<file path="src/rtl/dtack_waitgen_pkg.sv">
`timescale 1ns/1ps
package dtack_waitgen_pkg;

  typedef enum logic [1:0] {
    RGN_MEM   = 2'b00,
    RGN_IO_F  = 2'b01,
    RGN_BOOT  = 2'b10,
    RGN_IO_S  = 2'b11
  } region_e;

  localparam logic [2:0] FC_CPU_SPACE = 3'b111;

  typedef struct packed {
    logic slow;   // extra wait states required
    logic fault;  // bus error instead of acknowledge
    logic skip;   // cycle belongs to another responder
  } acc_class_t;

endpackage

</file>
<file path="src/rtl/dtack_region_decode.sv">
`timescale 1ns/1ps
module dtack_region_decode
  import dtack_waitgen_pkg::*;
(
  input  logic [1:0]  addr_hi,
  input  logic [2:0]  fc,
  input  logic        rw,
  input  logic        dma_cyc,
  output acc_class_t  cls
);

  region_e rgn;
  logic    super_mode;
  logic    cpu_space;
  logic    priv_bad;
  logic    wr_boot;

  always_comb begin
    rgn        = region_e'(addr_hi);
    super_mode = fc[2];
    cpu_space  = (fc == FC_CPU_SPACE);
    priv_bad   = !super_mode && (rgn != RGN_MEM);
    wr_boot    = (rgn == RGN_BOOT) && !rw;
    if (dma_cyc) begin
      cls.slow  = 1'b0;
      cls.fault = 1'b0;
      cls.skip  = 1'b0;
    end else begin
      cls.slow  = (rgn == RGN_BOOT) || (rgn == RGN_IO_S);
      cls.fault = priv_bad || wr_boot;
      cls.skip  = cpu_space;
    end
  end

endmodule

</file>
<file path="src/rtl/dtack_wait_counter.sv">
`timescale 1ns/1ps
module dtack_wait_counter #(
  parameter int CNT_W   = 4,
  parameter int CNT_MAX = 8
) (
  input  logic             clk,
  input  logic             rst_n,
  input  logic             as_act,
  output logic             start,
  output logic [CNT_W-1:0] cnt_nx
);

  localparam logic [CNT_W-1:0] MAX_C = CNT_W'(CNT_MAX);
  localparam logic [CNT_W-1:0] ONE_C = CNT_W'(1);

  logic             as_q;
  logic [CNT_W-1:0] cnt_q;
  logic             cnt_en;

  always_comb begin
    start  = as_act && !as_q;
    cnt_en = !as_act || start || (cnt_q != MAX_C);
    if (!as_act)          cnt_nx = '0;
    else if (start)       cnt_nx = ONE_C;
    else if (cnt_q == MAX_C) cnt_nx = cnt_q;
    else                  cnt_nx = cnt_q + ONE_C;
  end

  always_ff @(posedge clk or negedge rst_n) begin
    if (!rst_n) begin
      as_q  <= 1'b0;
      cnt_q <= '0;
    end else begin
      as_q <= as_act;
      if (cnt_en) cnt_q <= cnt_nx;
    end
  end

endmodule

</file>
<file path="src/rtl/dtack_ack_driver.sv">
`timescale 1ns/1ps
module dtack_ack_driver
  import dtack_waitgen_pkg::*;
#(
  parameter int CNT_W    = 4,
  parameter int FAST_THR = 2,
  parameter int SLOW_THR = 8
) (
  input  logic             clk,
  input  logic             rst_n,
  input  logic             as_act,
  input  logic             ds_act,
  input  logic             start,
  input  acc_class_t       cls_in,
  input  logic [CNT_W-1:0] cnt_nx,
  output logic             dtack_n,
  output logic             berr_n
);

  localparam logic [CNT_W-1:0] FAST_C = CNT_W'(FAST_THR);
  localparam logic [CNT_W-1:0] SLOW_C = CNT_W'(SLOW_THR);

  acc_class_t cls_q, cls_nx;
  logic       dtack_q, dtack_d;
  logic       berr_q, berr_d;
  logic       fast_hit, wait_hit;

  always_comb begin
    cls_nx   = start ? cls_in : cls_q;
    fast_hit = (cnt_nx >= FAST_C);
    wait_hit = cls_nx.slow ? (cnt_nx >= SLOW_C) : fast_hit;
    dtack_d  = as_act && ds_act && !cls_nx.skip && !cls_nx.fault && wait_hit;
    berr_d   = as_act && !cls_nx.skip && cls_nx.fault && fast_hit;
  end

  always_ff @(posedge clk or negedge rst_n) begin
    if (!rst_n) begin
      cls_q   <= '0;
      dtack_q <= 1'b0;
      berr_q  <= 1'b0;
    end else begin
      if (start) cls_q <= cls_in;
      dtack_q <= dtack_d;
      berr_q  <= berr_d;
    end
  end

  // strobe release clears both outputs without a clock edge
  assign dtack_n = !(dtack_q && as_act);
  assign berr_n  = !(berr_q && as_act);

endmodule

</file>
<file path="src/rtl/dtack_waitgen.sv">
`timescale 1ns/1ps
module dtack_waitgen
  import dtack_waitgen_pkg::*;
#(
  parameter int FAST_WAIT  = 2,
  parameter int SLOW_EXTRA = 6
) (
  input  logic       clk,
  input  logic       rst_n,
  input  logic       as_n,
  input  logic       uds_n,
  input  logic       lds_n,
  input  logic       rw,
  input  logic [1:0] addr_hi,
  input  logic [2:0] fc,
  input  logic       dma_cyc,
  output logic       dtack_n,
  output logic       berr_n
);

  localparam int SLOW_THR = FAST_WAIT + SLOW_EXTRA;
  localparam int CNT_W    = $clog2(SLOW_THR + 1);

  logic             as_act;
  logic             ds_act;
  logic             start;
  logic [CNT_W-1:0] cnt_nx;
  acc_class_t       cls;

  assign as_act = !as_n;
  assign ds_act = !uds_n || !lds_n;

  dtack_region_decode u_dec (
    .addr_hi (addr_hi),
    .fc      (fc),
    .rw      (rw),
    .dma_cyc (dma_cyc),
    .cls     (cls)
  );

  dtack_wait_counter #(
    .CNT_W   (CNT_W),
    .CNT_MAX (SLOW_THR)
  ) u_cnt (
    .clk    (clk),
    .rst_n  (rst_n),
    .as_act (as_act),
    .start  (start),
    .cnt_nx (cnt_nx)
  );

  dtack_ack_driver #(
    .CNT_W    (CNT_W),
    .FAST_THR (FAST_WAIT),
    .SLOW_THR (SLOW_THR)
  ) u_ack (
    .clk     (clk),
    .rst_n   (rst_n),
    .as_act  (as_act),
    .ds_act  (ds_act),
    .start   (start),
    .cls_in  (cls),
    .cnt_nx  (cnt_nx),
    .dtack_n (dtack_n),
    .berr_n  (berr_n)
  );

endmodule

</file>
<file path="config.mk">
export PLATFORM = sky130hd
export DESIGN_NAME = dtack_waitgen
export DESIGN_NICKNAME = d
export VERILOG_FILES = /design/src/rtl/dtack_waitgen_pkg.sv /design/src/rtl/dtack_region_decode.sv /design/src/rtl/dtack_wait_counter.sv /design/src/rtl/dtack_ack_driver.sv /design/src/rtl/dtack_waitgen.sv
export SDC_FILE = /design/constraint.sdc
export NUM_CORES = 1
export LEC_CHECK = 0
export ABC_AREA = 0
export BUFFER_PORTS_ARGS = -buffer_cell sky130_fd_sc_hd__buf_2
export CAP_MARGIN = 20
export CELL_PAD_IN_SITES_DETAIL_PLACEMENT = 1
export CELL_PAD_IN_SITES_GLOBAL_PLACEMENT = 1
export CORE_UTILIZATION = 35
export DETAILED_ROUTE_END_ITERATION = 16
export GPL_ROUTABILITY_DRIVEN = 0
export GPL_TIMING_DRIVEN = 0
export PLACE_DENSITY_LB_ADDON = 0.2
export SLEW_MARGIN = 0
export SYNTH_ARGS = -nofsm -noshare
export SYNTH_HDL_FRONTEND = slang
export SYNTH_SLANG_ARGS = --single-unit
</file>
<file path="constraint.sdc">
create_clock -name clk -period 2.1 [get_ports clk]
set_input_delay 0.105 -clock clk [delete_from_list [all_inputs] [get_ports clk]]
set_output_delay 0.105 -clock clk [all_outputs]
set_load 0.005 [all_outputs]
</file>
==> flow_summary.toml, run 1 <==
[synth]
muxShareOfSynthArea_pct = 1.88
synthTopCellsByArea = "dfrtp_1 47%, o21ai_0 5.6%, ha_1 4.7%, nand2b_1 4.7%, inv_1 4.2%"
async_flop_share_pct = 100
netlist_area_sq_um = 532
yosys.area_share.simple_pct = 21.9
yosysMostFrequentCell = "dfrtp_1"
ys_ff_latch = 10
synth_top_cell_by_area = "dfrtp_1"
synth_nets = 69
netlist.area_leader.share_pct = 47.1
synth_compound_area_share_pct = 14.8
synth_top_family_by_area = "simple AND/OR/NAND/NOR gates"
synth_fa_ha_area_share_pct = 4.71
synth_edf_count = 0
syn_area_per_cell_sq_um = 9.67
synthTopCellsByCount = "10 x dfrtp_1, 6 x inv_1, 6 x o21ai_0"
synth_warnings = 0
ys.flop_type = "dfrtp_1"
synth_xor_area_share_pct = 3.29
synth-seq-area-share_pct = 47.1
ys_types = 20
netlist_instances = 55

[critical_path]
crit_start = "u_cnt.cnt_q[0]"
endpoint_kind = "flop"
crit_required_ns = 2.28
rr_endpoint = "u_ack.berr_q"
reg2reg_slack_ns = 0.49
reg2regPathDepth = 6
arrival_ns = 1.79
cp_max_fo = 4
worstSetupStartpointType = "flop"
r2r_start = "u_cnt.cnt_q[0]"
path_class = "flop to flop"

[timing]
setup_tns_ns = 0
period_share_pct = 76.7
hold_violations = 0
rsz0062_at_grt = "no"
max_clock_freq_mhz = 621
min_period_ns = 1.61
fin_skew_ns = 0.00228
drv_slew = 0
worst_pin_slew_ns = 0.321
max_slew_margin_pct = 78.3
setup_viol = 0

[power_and_ir_drop]
leakage_nw = 0.327
switching_share_pct = 26.2
seqPwrFrac_pct = 52.1
intPower_uw = 295
power_frac_clock_pct = 33.7
pwr-share-comb_pct = 14.2
switching_power_uw = 105
irDropWorstVdd_v = 0.000311
p_per_area_nw_per_um2 = 617

[placement]
dpl.hpwl_um = 926
port-buffer-count = 13
placedCellCount = 83

[die]
initial_core_util_pct = 39.4
chipHeight_um = 41.0
core_area_sq_um = 1350
dieArea_sq_um = 1680
std_cell_rows = 13
ios = 14
dieWidth_um = 41.0

[clocking]
cts_root_buf = "clkbuf_4"
insertion_delay_ns = 0.27
path_clk_slew_ns = 0.06
htreeDepth = 1
cts_tree = "yes"
numCtsBuffers = 3
ctsResizeCount = 0
clockBufferDepth = 2
cts.sinks = 10

[run_status]
status = "completed"

[run]
drv_cap = 0

[global_routing]
antenna_found_initial = 0
grt_pass1_vias = 396
grt_pass1_wl_um = 1790
grt_overflow = 0
grt_usage_pct = 17.9
grt_max_degree = 11

[layout]
nNetsFinal = 88
num_antenna_cells = 0
multi_input_area_sq_um = 248
layoutNonFillerInstCount = 87
nFillCells = 174
drive_gt1_share_pct = 26.4
syn2layout_area_growth_pct = 21.9
ff_latch_area_sq_um = 250

[route]
antenna_left = 0
drtIter0Drc = 4
vias = 446
drt_wl_total_um = 1200
drc_errors = 0
via_per_inst = 5.13
post_drt_wl_per_cell_um = 13.8
drtPass1Iterations = 2

[worst_hold_path]
worstHoldPathCells = 2
hold_path_end = "u_cnt.cnt_q[0]"
min_path_type = "input port to flop"
hold_start = "as_n"
-- layer usage --
metal,vias up,routed length (um),global-route usage [%]
met1,215,543,22.4
met3,5,35,4.89
met4,0,34,12.5
met2,6,588,26.2
met5,-,0,0
li1,220,-,-
-- cell type report --
| type | count | share of cell area, % |
|---|---|---|
| clock buffers | 3 | 3.47 |
| plain buffers | 1 | 1.74 |
| flip-flops and latches | 10 | 38.6 |
| repair buffers | 14 | 11.6 |
| inverters | 6 | 3.47 |
| well taps | 15 | 2.90 |
| multi-input cells | 38 | 38.2 |
-- metrics by stage --
step | instance area (sq um) | power [mW] | hold slack (ns) | setup slack (ns) | utilization, %
floorplan | 532 | 0.241 | -0.191 | 0.619 | -
global placement | 616 | 0.264 | -0.0258 | 0.500 | 45.6
detailed placement | 616 | 0.268 | -0.0187 | 0.516 | 45.6
CTS | 648 | 0.402 | 0.0573 | 0.458 | 48.0
global route | 648 | 0.413 | 0.0719 | 0.363 | 48.0
finish | 648 | 0.400 | 0.0595 | 0.490 | 48.0
-- power by group through the flow --
stage | Combinational, mW | Sequential, mW | Clock (mW)
4_1_cts | 0.0583 | 0.208 | 0.135
2_1_floorplan | 0.0312 | 0.210 | 0
3_5_place_dp | 0.0556 | 0.212 | 0
6_report | 0.0566 | 0.208 | 0.135
3_3_place_gp | 0.0530 | 0.211 | 0
5_1_grt | 0.0633 | 0.209 | 0.141
-- state kept, by name, summed over array words and instances (netlist names) --
name and flops:
u_cnt.cnt_q 4, u_ack.cls_q 3, u_ack.berr_q 1, u_ack.dtack_q 1, u_cnt.as_q 1
-- cells by family after synthesis --
logic type,Yosys count
compound gates,12
mux,1
fa+ha+maj,2
flops,10
buf+inv,7
xor+xnor,2
simple gates,21
-- critical path, cell delays in order (launching register included) --
cell and delay (ns):
dfrtp_1 0.41, inv_1 0.06, ha_1 0.18, and2_1 0.16, o21ai_0 0.26, nand3_1 0.17
a311oi_2 0.28
-- worst max path at each step --
| stage | endpoint | slack, ns |
|---|---|---|
| 6_report | u_ack.berr_q | 0.49 |
| 3_3_place_gp | u_ack.berr_q | 0.50 |
| 3_5_place_dp | u_ack.berr_q | 0.52 |
| 5_1_grt | u_ack.berr_q | 0.36 |
| 4_1_cts | u_ack.berr_q | 0.46 |
| 2_1_floorplan | u_ack.dtack_q | 0.62 |
-- layout by cell type, fill, tap and decap left out --
| master | count |
|---|---|
| buf_2 | 13 |
| dfrtp_1 | 10 |
| inv_1 | 6 |
| o21ai_0 | 6 |
| nand2_1 | 5 |
| nand2b_1 | 4 |
| nor2_1 | 3 |
| nand3_1 | 3 |
| a21oi_1 | 3 |
| clkbuf_4 | 3 |
| xnor2_1 | 2 |
| and2_1 | 2 |
| ha_1 | 2 |
| buf_6 | 1 |
| or2_4 | 1 |
| o21a_1 | 1 |
| o41a_1 | 1 |
| nand4b_1 | 1 |
| or2b_1 | 1 |
| or3b_1 | 1 |
| a311oi_2 | 1 |
| mux2i_1 | 1 |
| dlygate4sd3_1 | 1 |
-- what timing repair did --
action                                  in CTS  in global routing
hold buffers                                 1                  0
endpoints found under the setup margin       0                  0
setup buffers                                0                  0
hold endpoints to repair                    10                  0
No activity file was read; power rests on OpenSTA's default activity.
==> inputs of run 2 (changes only) <==
--- a/config.mk
+++ b/config.mk
@@ -5,12 +5,12 @@
 export SDC_FILE = /design/constraint.sdc
 export NUM_CORES = 1
 export LEC_CHECK = 0
-export ABC_AREA = 0
+export ABC_AREA = 1
 export BUFFER_PORTS_ARGS = -buffer_cell sky130_fd_sc_hd__buf_2
 export CAP_MARGIN = 20
 export CELL_PAD_IN_SITES_DETAIL_PLACEMENT = 1
 export CELL_PAD_IN_SITES_GLOBAL_PLACEMENT = 1
-export CORE_UTILIZATION = 35
+export CORE_UTILIZATION = 32
 export DETAILED_ROUTE_END_ITERATION = 16
 export GPL_ROUTABILITY_DRIVEN = 0
 export GPL_TIMING_DRIVEN = 0
==> constraint.sdc (replaced) <==
create_clock -name clk -period 1.4 [get_ports clk]
set_input_delay 0.07 -clock clk [delete_from_list [all_inputs] [get_ports clk]]
set_output_delay 0.07 -clock clk [all_outputs]
set_load 0.005 [all_outputs]
==> flow_summary.toml, run 2 <==
[layout]
num_antenna_cells = 0
nNetsFinal = 105
drive_gt1_share_pct = 32.2
final_common_cell = "nand2_1"
largest-register = "u_cnt.cnt_q"
reg.largest.list = "u_cnt.cnt_q (4), u_ack.cls_q (3)"
largest_reg_flops = 4
most-common-layout-cells = "17 x nand2_1, 14 x inv_1, 13 x buf_2"
syn2layout_area_growth_pct = 24.5

[global_routing]
grt_pass1_vias = 457
antenna_found_initial = 0
grt_max_degree = 11
grt_usage_pct = 15.6
grt_overflow = 0
grt_pass1_wl_um = 2100

[timing]
fin_skew_ns = 0.00838
worst_pin_slew_ns = 0.234
setup_viol = 0
fin_ws_ns = 0.105
rsz0062_at_grt = "no"
period_share_pct = 92.5
max_clock_freq_mhz = 772
setup_tns_ns = 0
min_period_ns = 1.29
drv_slew = 0
hold_violations = 0
max_slew_margin_pct = 84.4

[critical_path]
path_class = "flop to flop"
reg2reg_slack_ns = 0.11
endpoint_kind = "flop"
crit_start = "u_cnt.cnt_q[0]"
r2r_start = "u_cnt.cnt_q[0]"
worstSetupStartpointType = "flop"
crit_required_ns = 1.58
rr_endpoint = "u_ack.dtack_q"
reg2regPathDepth = 9
arrival_ns = 1.47
cp_max_fo = 5
cp-endpoint = "u_ack.dtack_q"

[power_and_ir_drop]
finalPower_uw = 669
irDropWorstVdd_v = 0.000483
p_per_area_nw_per_um2 = 957
leakage_nw = 0.401

[synth]
muxShareOfSynthArea_pct = 0
netlist.area_leader.share_pct = 44.5
async_flop_share_pct = 100
syn_area_per_cell_sq_um = 7.80
yosysMostFrequentCell = "nand2_1"
synthTopCellsByCount = "17 x nand2_1, 14 x inv_1, 10 x dfrtp_1"
synth_top_cell_by_area = "dfrtp_1"
synth_warnings = 0
netlist_area_sq_um = 562
netlist_instances = 72
synth-seq-area-share_pct = 44.5
ys.flop_type = "dfrtp_1"
synth_edf_count = 0
synth_nets = 86
synthTopCellsByArea = "dfrtp_1 45%, nand2_1 11%, inv_1 9.4%, nand3_1 5.3%, ha_1 4.5%"
ys_types = 17
yosys.area_share.simple_pct = 35.2
synth_compound_area_share_pct = 5.79
synth_top_family_by_area = "simple AND/OR/NAND/NOR gates"
synth_fa_ha_area_share_pct = 4.45
ys_ff_latch = 10
synth_xor_area_share_pct = 0

[die]
initial_core_util_pct = 35.6
ios = 14
dieWidth_um = 43.9
dieArea_sq_um = 1930
core_area_sq_um = 1580
chipHeight_um = 43.9
std_cell_rows = 14

[clocking]
clockBufferDepth = 2
path_clk_slew_ns = 0.07
numCtsBuffers = 3
insertion_delay_ns = 0.28
cts_root_buf = "clkbuf_4"
cts_tree = "yes"
htreeDepth = 1
cts.sinks = 10
cts_setup_buffers = 0

[placement]
port-buffer-count = 13
place_ws_ns = 0.0747
dpl.hpwl_um = 952

[route]
highest_layer = "met4"
met3_length_um = 49
antenna_left = 0
drt-met1-wl_um = 557
drtIter0Drc = 3
via_per_inst = 4.74
post_drt_wl_per_cell_um = 11.2
drtPass1Iterations = 5
drc_errors = 0
vias = 502
drt_wl_total_um = 1190
dr_wl_met2_um = 562

[worst_hold_path]
min_path_type = "input port to flop"

[run]
drv_cap = 0

[run_status]
status = "completed"
-- run 2: critical path, cell delays in order (launching register included) --
cell,delay [ns]
dfrtp_2,0.44
inv_1,0.09
ha_1,0.15
nand3_1,0.14
nand3_2,0.11
nand2_1,0.07
nand2_1,0.06
nand2_1,0.05
nand2_1,0.06
inv_1,0.03
-- run 2: logic make-up after synthesis --
family / count (synthesis)
and+or+nand+nor: 39
buffers and inverters: 15
DFF: 10
AOI/OAI and AO/OA: 6
adders and majority gates: 2
-- run 2: worst min-delay path by stage --
stage | start | to | slack, ns | cells past startpoint
6_report | as_n | u_cnt.cnt_q[0] | 0.05 | 2
4_1_cts | as_n | u_cnt.cnt_q[0] | 0.04 | 2
3_3_place_gp | rst_n | u_cnt.cnt_q[0] | -0.05 | 1
2_1_floorplan | rst_n | u_ack.berr_q | -0.23 | 0
5_1_grt | as_n | u_cnt.cnt_q[0] | 0.06 | 2
3_5_place_dp | rst_n | u_ack.cls_q[2] | -0.05 | 1
-- run 2: layout make-up --
cell class                 instances  area [sq um]
clock buffer                       4          36.3
fill                             203           877
inverter                          15          56.3
multi-input combinational         47           260
sequential                        10           251
tap                               16          20.0
timing repair buffer              14          75.1
-- run 2: per-stage QoR --
step / hold slack, ns / cells / cell area [sq um] / util (%)
after global routing: 0.0610 / 106 / 699 / 44.4
after floorplan: -0.226 / 72 / 562 / -
final: 0.0550 / 106 / 699 / 44.4
after CTS: 0.0421 / 106 / 693 / 44.0
after global placement: -0.0508 / 101 / 647 / 41.0
after detailed placement: -0.0542 / 101 / 647 / 41.0
-- run 2: what timing repair did --
item	in CTS	in global routing
hold endpoints to repair	10	0
hold buffers	1	0
resized for setup	0	2
setup endpoints to repair	0	1
-- run 2: routing by layer --
layer | track usage (%) | vias up
met1 | 19.5 | 235
met4 | 7.27 | 0
li1 | - | 253
met5 | 0 | -
met2 | 23.6 | 10
met3 | 6.25 | 4
-- run 2: power breakdown --
| part | switching, mW | total, mW | internal (mW) |
|---|---|---|---|
| registers | 0.00880 | 0.312 | 0.303 |
| logic | 0.0513 | 0.0888 | 0.0375 |
| clock network | 0.111 | 0.269 | 0.158 |
| total | 0.171 | 0.669 | 0.499 |
==> inputs of run 3 (changes only) <==
--- a/config.mk
+++ b/config.mk
@@ -10,7 +10,7 @@
 export CAP_MARGIN = 20
 export CELL_PAD_IN_SITES_DETAIL_PLACEMENT = 1
 export CELL_PAD_IN_SITES_GLOBAL_PLACEMENT = 1
-export CORE_UTILIZATION = 32
+export CORE_UTILIZATION = 35
 export DETAILED_ROUTE_END_ITERATION = 16
 export GPL_ROUTABILITY_DRIVEN = 0
 export GPL_TIMING_DRIVEN = 0
==> constraint.sdc (replaced) <==
create_clock -name clk -period 1.5 [get_ports clk]
set_input_delay 0.075 -clock clk [delete_from_list [all_inputs] [get_ports clk]]
set_output_delay 0.075 -clock clk [all_outputs]
set_load 0.005 [all_outputs]
==> flow_summary.toml, run 3 (synthesis results as in run 2) <==
[clocking]
cts_tree = "yes"
cts.sinks = 10
ctsResizeCount = 0
clockBufferDepth = 2
numCtsBuffers = 3
path_clk_slew_ns = 0.06
htreeDepth = 1
cts_root_buf = "clkbuf_4"
insertion_delay_ns = 0.26

[critical_path]
endpoint_kind = "flop"
reg2regPathDepth = 9
r2r_start = "u_cnt.cnt_q[0]"
crit_required_ns = 1.66
reg2reg_slack_ns = 0.21
worstSetupStartpointType = "flop"
path_class = "flop to flop"
rr_endpoint = "u_ack.dtack_q"
cp_max_fo = 5
arrival_ns = 1.45
crit_start = "u_cnt.cnt_q[0]"

[timing]
min_period_ns = 1.29
setup_tns_ns = 0
period_share_pct = 85.8
hold_violations = 0
max_slew_margin_pct = 83.9
max_clock_freq_mhz = 777
rsz0062_at_grt = "no"
fin_skew_ns = 0.00585
setup_viol = 0
drv_slew = 0
worst_pin_slew_ns = 0.242

[route]
dr_wl_met2_um = 653
post_drt_wl_per_cell_um = 12.0
highest_layer = "met4"
vias = 504
drtIter0Drc = 3
drc_errors = 0
drtPass1Iterations = 2
drt_wl_total_um = 1260
via_per_inst = 4.80
drt-met1-wl_um = 551
antenna_left = 0
met3_length_um = 45

[global_routing]
grt_overflow = 0
grt_pass1_vias = 540
grt_usage_pct = 17.3
antenna_found_initial = 0
grt_max_degree = 11
grt_pass1_wl_um = 2260

[layout]
most-common-layout-cells = "17 x nand2_1, 14 x inv_1, 13 x buf_2"
drive_gt1_share_pct = 29.2
nNetsFinal = 105
largest_reg_flops = 4
syn2layout_area_growth_pct = 20.9
num_antenna_cells = 0
reg.largest.list = "u_cnt.cnt_q (4), u_ack.cls_q (3)"
largest-register = "u_cnt.cnt_q"
final_common_cell = "nand2_1"

[worst_hold_path]
min_path_type = "input port to flop"
hold_start = "as_n"
hold_path_end = "u_cnt.cnt_q[0]"
worstHoldPathCells = 2

[die]
ios = 14
initial_core_util_pct = 37.3
dieArea_sq_um = 1770
core_area_sq_um = 1510
dieWidth_um = 42.1
chipHeight_um = 42.1
std_cell_rows = 14

[power_and_ir_drop]
switching_share_pct = 25.4
leakage_nw = 0.395
switching_power_uw = 140
power_frac_clock_pct = 31.8
irDropWorstVdd_v = 0.000390
p_per_area_nw_per_um2 = 809
intPower_uw = 410
pwr-share-comb_pct = 15.3
seqPwrFrac_pct = 52.9
finalPower_uw = 550

[run]
drv_cap = 0

[placement]
dpl.hpwl_um = 1050
port-buffer-count = 13

[run_status]
status = "completed"
==> run 3: worst max path at each step <==
stage / slack (ns) / to
floorplan: 0.35 / u_ack.dtack_q
global placement: 0.24 / u_ack.dtack_q
detailed placement: 0.21 / u_ack.dtack_q
CTS: 0.19 / u_ack.dtack_q
global route: 0.09 / u_ack.dtack_q
finish: 0.21 / u_ack.dtack_q
==> run 3: timing repair <==
action,CTS,global route
endpoints found under the hold margin,10,0
buffers inserted,0,0
hold buffers,1,0
==> run 3: worst max-delay path: stages, from the launching register on <==
cell and delay [ns]:
dfrtp_1 0.42, inv_1 0.09, ha_1 0.15, nand3_1 0.12, nand3_1 0.13, nand2_1 0.08, nand2_1 0.06, nand2_1 0.04
nand2_1 0.05, inv_1 0.03
==> run 3: power by group through the flow <==
stage	logic, mW	clock network, mW	registers, mW
3_3_place_gp	0.0804	0	0.295
6_report	0.0839	0.175	0.291
3_5_place_dp	0.0835	0	0.296
4_1_cts	0.0863	0.185	0.291
2_1_floorplan	0.0491	0	0.293
5_1_grt	0.0964	0.195	0.293
==> run 3: area by class of cell <==
class                           count  area (sq um)
Clock buffer                        3          22.5
Fill cell                         200           827
Inverter                           15          56.3
Multi-Input combinational cell     47           255
Sequential cell                    10           250
Tap cell                           16          20.0
Timing Repair Buffer               14          75.1
==> run 3: per-layer routing <==
layer | vias up | GRT usage [%]
met2 | 9 | 28.7
met1 | 240 | 20.9
li1 | 253 | -
met3 | 2 | 4.74
met5 | - | 0
met4 | 0 | 7.50
==> run 3: metrics by stage <==
| stage | area [sq um] | hold slack, ns | std cells | setup WS [ns] | util [%] |
|---|---|---|---|---|---|
| floorplan | 562 | -0.221 | 72 | 0.353 | - |
| global placement | 647 | -0.0475 | 101 | 0.242 | 42.9 |
| detailed placement | 647 | -0.0470 | 101 | 0.210 | 42.9 |
| CTS | 679 | 0.0639 | 105 | 0.193 | 45.1 |
| global route | 679 | 0.0766 | 105 | 0.0874 | 45.1 |
| finish | 679 | 0.0703 | 105 | 0.212 | 45.1 |
